[src/rtl/afbus_pkg.sv]
package afbus_pkg;
    localparam int AF_NUM_Q   = 32;
    localparam int AF_BUS_W   = 8;
    localparam int AF_ID_W    = 3;
    localparam int AF_STAGES  = 2;
endpackage

[src/rtl/afbus_sync.sv]
module afbus_sync #(
    parameter int W      = 32,
    parameter int STAGES = 2
) (
    input  logic         clk,
    input  logic         rst_n,
    input  logic [W-1:0] din,
    output logic [W-1:0] dout
);
    logic [W-1:0] stg_d [STAGES];
    logic [W-1:0] stg_q [STAGES];

    always_comb begin
        stg_d[0] = din;
        for (int i = 1; i < STAGES; i++) begin
            stg_d[i] = stg_q[i-1];
        end
    end

    always_ff @(posedge clk) begin
        if (!rst_n) begin
            for (int i = 0; i < STAGES; i++) stg_q[i] <= '1;
        end else begin
            for (int i = 0; i < STAGES; i++) stg_q[i] <= stg_d[i];
        end
    end

    assign dout = stg_q[STAGES-1];
endmodule

[src/rtl/afbus_quad_mux.sv]
module afbus_quad_mux #(
    parameter int NUM_Q = 32,
    parameter int BUS_W = 8,
    localparam int QUADS  = NUM_Q / BUS_W,
    localparam int QUAD_W = (QUADS > 1) ? $clog2(QUADS) : 1
) (
    input  logic [NUM_Q-1:0]  flags,
    input  logic [QUAD_W-1:0] quad,
    output logic [BUS_W-1:0]  bus
);
    for (genvar b = 0; b < BUS_W; b++) begin : g_bit
        logic [QUADS-1:0] group;
        for (genvar g = 0; g < QUADS; g++) begin : g_grp
            assign group[g] = flags[b*QUADS + g];
        end
        assign bus[b] = group[quad];
    end
endmodule

[src/rtl/afbus_status.sv]
module afbus_status
    import afbus_pkg::*;
#(
    parameter int NUM_Q       = AF_NUM_Q,
    parameter int BUS_W       = AF_BUS_W,
    parameter int ID_W        = AF_ID_W,
    parameter int DEV_ID      = 5,
    parameter int SYNC_STAGES = AF_STAGES,
    localparam int QUADS  = NUM_Q / BUS_W,
    localparam int QUAD_W = (QUADS > 1) ? $clog2(QUADS) : 1,
    localparam int QID_W  = $clog2(NUM_Q),
    localparam int ADDR_W = ID_W + QID_W
) (
    input  logic              wclk,
    input  logic              wrst_n,
    input  logic [NUM_Q-1:0]  af_rd_n,
    input  logic              sel_strobe,
    input  logic [ADDR_W-1:0] sel_addr,
    input  logic              wq_strobe,
    input  logic [QID_W-1:0]  wq_addr,
    output logic [BUS_W-1:0]  status_bus,
    output logic              status_oe,
    output logic              wq_af_n
);
    typedef struct packed {
        logic [QUAD_W-1:0] quad;
        logic              match;
        logic [QID_W-1:0]  wq;
        logic [BUS_W-1:0]  bus;
        logic              oe;
        logic              paf;
    } state_t;

    state_t d, q;
    logic [NUM_Q-1:0] flags_sync;
    logic [BUS_W-1:0] quad_bits;

    afbus_sync #(.W(NUM_Q), .STAGES(SYNC_STAGES)) i_sync (
        .clk   (wclk),
        .rst_n (wrst_n),
        .din   (af_rd_n),
        .dout  (flags_sync)
    );

    afbus_quad_mux #(.NUM_Q(NUM_Q), .BUS_W(BUS_W)) i_mux (
        .flags (flags_sync),
        .quad  (q.quad),
        .bus   (quad_bits)
    );

    always_comb begin
        d = q;
        if (sel_strobe) begin
            d.quad  = sel_addr[QUAD_W-1:0];
            d.match = (sel_addr[ADDR_W-1 -: ID_W] == ID_W'(DEV_ID));
        end
        if (wq_strobe) begin
            d.wq = wq_addr;
        end
        d.bus = quad_bits;
        d.oe  = q.match;
        d.paf = flags_sync[q.wq];
    end

    always_ff @(posedge wclk) begin
        if (!wrst_n) begin
            q.quad  <= '0;
            q.match <= 1'b0;
            q.wq    <= '0;
            q.bus   <= '1;
            q.oe    <= 1'b0;
            q.paf   <= 1'b1;
        end else begin
            q <= d;
        end
    end

    assign status_bus = q.bus;
    assign status_oe  = q.oe;
    assign wq_af_n    = q.paf;


    foreign_release_chk: assert property (@(posedge wclk) disable iff (!wrst_n)
        (sel_strobe && (sel_addr[ADDR_W-1 -: ID_W] != ID_W'(DEV_ID))) |=> ##1 !status_oe);


    bus_hold_chk: assert property (@(posedge wclk) disable iff (!wrst_n)
        ($stable(flags_sync) && $stable(q.quad) && $stable(q.match)) |=> ($stable(status_bus) && $stable(status_oe)));


    wq_hold_chk: assert property (@(posedge wclk) disable iff (!wrst_n)
        ($stable(flags_sync) && $stable(q.wq)) |=> $stable(wq_af_n));


    sel_hold_chk: assert property (@(posedge wclk) disable iff (!wrst_n)
        !sel_strobe |=> ($stable(q.quad) && $stable(q.match)));
endmodule

[config.mk]
export PLATFORM = sky130hd
export DESIGN_NAME = afbus_status
export DESIGN_NICKNAME = d
export VERILOG_FILES = /design/src/rtl/afbus_pkg.sv /design/src/rtl/afbus_sync.sv /design/src/rtl/afbus_quad_mux.sv /design/src/rtl/afbus_status.sv
export SDC_FILE = /design/constraint.sdc
export NUM_CORES = 1
export LEC_CHECK = 0
export ABC_AREA = 1
export BUFFER_PORTS_ARGS = -buffer_cell sky130_fd_sc_hd__buf_4
export CORE_MARGIN = 5
export CORE_UTILIZATION = 45
export CTS_CLUSTER_SIZE = 25
export DETAILED_ROUTE_END_ITERATION = 12
export PLACE_DENSITY = 0.67
export SETUP_SLACK_MARGIN = 0.02
export SYNTH_ARGS = -nofsm -noshare
export SYNTH_HDL_FRONTEND = slang
export SYNTH_HIERARCHICAL = 1
export SYNTH_SLANG_ARGS = --single-unit
[constraint.sdc]
create_clock -name wclk -period 1.3 [get_ports wclk]
set_input_delay 0.065 -clock wclk [delete_from_list [all_inputs] [get_ports wclk]]
set_output_delay 0.065 -clock wclk [all_outputs]
set_load 0.02 [all_outputs]
==> results.tsv <==
metric	value	unit
initial antenna violation count	0	
Startpoint Class	flop	
relative max-transition margin	0.7696	
Setup CP Type	reg2reg	
RSZ-0062 raised after global routing	true	
via count	2651	
Sink Count	82	
setup TNS	0	ns
Clock Path Buffers	2	
reg2reg setup slack	0.03	ns
Crit. Startpoint	q[10]	
skew final	0.006236	ns
DRT Wirelength	6277	um
Final Hold Vio Count	0	
Die ar.	9052	sq um
Final min period	1.273	ns
clock slew at reported path FFs	0.08	ns
worst-skew pair later-pin latency	0.34	ns
WP data required	1.52	ns
Worst-Margin Slew	0.3452	ns
grt ovf	0	
Mapped Area	3262	sq um
number of diodes	0	
CTS tree	built	
largest net degree at the start of global routing	34	
sequential area share after synthesis	0.5033	
initial core utilization	0.4570	
hold depth	2	
Worst EP arrival	1.50	ns
Root Driver	clkbuf_8	
power per cell area	1240	nW/um^2
most frequent cells in the layout	nand2_1, inv_1, dfxtp_1	
synth top area cells	dfxtp_1, nand2_1, inv_1	
Crit Reg-Reg Startpoint	q[10]	
leading cell type in the layout, fill and taps excluded	nand2_1	
hold_sp	wrst_n	
Die W	95.14	um
IO buf count	55	
fill cell count	652	
CP endpoint kind	flop	
Critical Path End	wq_af_n	
R2R Path End	wq_af_n	
H-tree depth	3	
post-synth top area share	0.5033	
Final ANT Viol Nets	0	
M3 GR Usage	0.03867	
VDD IR max	0.0005908	V
Hold WC Path Type	in2reg	
dpl hpwl	4066	um
syn_area_per_cell	7.297	sq um
final-stage net count	583	
Leakage Power	2.596	nW
GR peak layer	met2	
Core Footprint	7137	sq um
final worst path period share	0.9791	
worst r2r path cells	10	
met2 Usage GRT	0.2391	
global-route wire length before repair	10560	um
Syn. warnings	6	
share of layout cells above drive strength 1	0.1877	
Remaining DRCs	0	
worst hold slack	0.02710	ns
status	finished clean	
DIE HEIGHT	95.14	um
overall power	5.374	mW
CTS Buf Count	9	
via/cell ratio	4.162	
vias in the first global route	2407	
post-synthesis register bit count	82	
drt first pass iters	4	
global-route usage over all layers	0.1496	
post-synth top area cell	dfxtp_1	
Ports	59	
crit-path max FO	7	
Placer Congestion	0.8846	
grt met1 use	0.1863	
Mapped Cells	447	
max capacitance violation total	0	
Max Slew Vio Count	0	
WL per Instance	9.854	um
f_max	785.7	MHz
site row count	31	
Synth cell types	17	
final setup fails	0	
initial DRC count	177	
area grow syn2layout	32.83	%
syn_nets	496	
-- sequential cells by signal, summed over array words and instances (netlist names) --
name and cells:
i_sync/stg_q 64, status_bus 8, q 7, d 1, status_oe 1, wq_af_n 1
-- synth_stat cells --
| master | number |
|---|---|
| inv_6 | 1 |
| inv_1 | 120 |
| o21ai_1 | 1 |
| buf_8 | 6 |
| buf_2 | 2 |
| buf_6 | 6 |
| or2_2 | 8 |
| nand3_1 | 39 |
| nand2_1 | 151 |
| inv_4 | 1 |
| nor2_1 | 6 |
| o32ai_1 | 1 |
| buf_4 | 10 |
| a21oi_1 | 5 |
| dfxtp_1 | 82 |
| o21ai_0 | 7 |
| clkinv_1 | 1 |
-- power breakdown --
part	internal, mW	switching [mW]	total [mW]
Clock	1.18	0.808	1.99
Combinational	0.353	0.344	0.697
Sequential	2.64	0.0514	2.69
-- what timing repair did --
item | CTS | global route
hold buffers | 36 | 1
endpoints found under the hold margin | 35 | 1
setup buffers | 0 | 2
gates resized for setup | 1 | 21
setup endpoints to repair | 1 | 5
pin swaps | 0 | 5
cloned | 0 | 1
-- how the worst min path moves through the flow --
stage	endpoint	slack (ns)
floorplan	i_sync/stg_q[0][0]	0.15
global placement	i_sync/stg_q[0][18]	0.24
detailed placement	i_sync/stg_q[0][19]	0.24
CTS	q[14]	0.008
global route	i_sync/stg_q[0][33]	0.01
finish	i_sync/stg_q[0][33]	0.03
-- critical path, stage by stage, from the launching register on --
cell     delay [ns]
dfxtp_4        0.37
buf_12         0.15
buf_4          0.14
nand2_1        0.05
nand2_1        0.06
nand2_1        0.07
nand3_2        0.07
nand3_2        0.08
nand3_2        0.06
nand2_1        0.08
nand2_1        0.05
-- metrics by stage --
stage	cell area [sq um]	cells	util	worst slack (ns)
5_1_grt	4333	637	0.6071	-0.04072
3_3_place_gp	3626	583	0.5081	0.05967
4_1_cts	4208	634	0.5896	0.03992
6_report	4333	637	0.6071	0.02719
2_1_floorplan	3262	447	-	0.1615
3_5_place_dp	3626	583	0.5081	0.02921
-- metal layers --
metal | vias up | wire length [um]
li1 | 1430 | -
met1 | 1128 | 2754
met2 | 79 | 2855
met3 | 14 | 503
met4 | 0 | 163
met5 | - | 0
-- area by class of cell --
type	instances	area (sq um)	share of cell area
repair buffers	100	883.3	0.2039
multi-input cells	218	970.9	0.2241
flip-flops and latches	82	1645	0.3797
clock inverters	2	60.06	0.01386
inverters	123	490.5	0.1132
well taps	99	123.9	0.02859
clock buffers	13	158.9	0.03667
-- cells by family after synthesis --
| family | share of synthesized area |
|---|---|
| DFF | 0.5033 |
| buffers and inverters | 0.2183 |
| and+or+nand+nor | 0.2558 |
| AOI/OAI and AO/OA | 0.02263 |
Power figures use the tool's default switching activity.
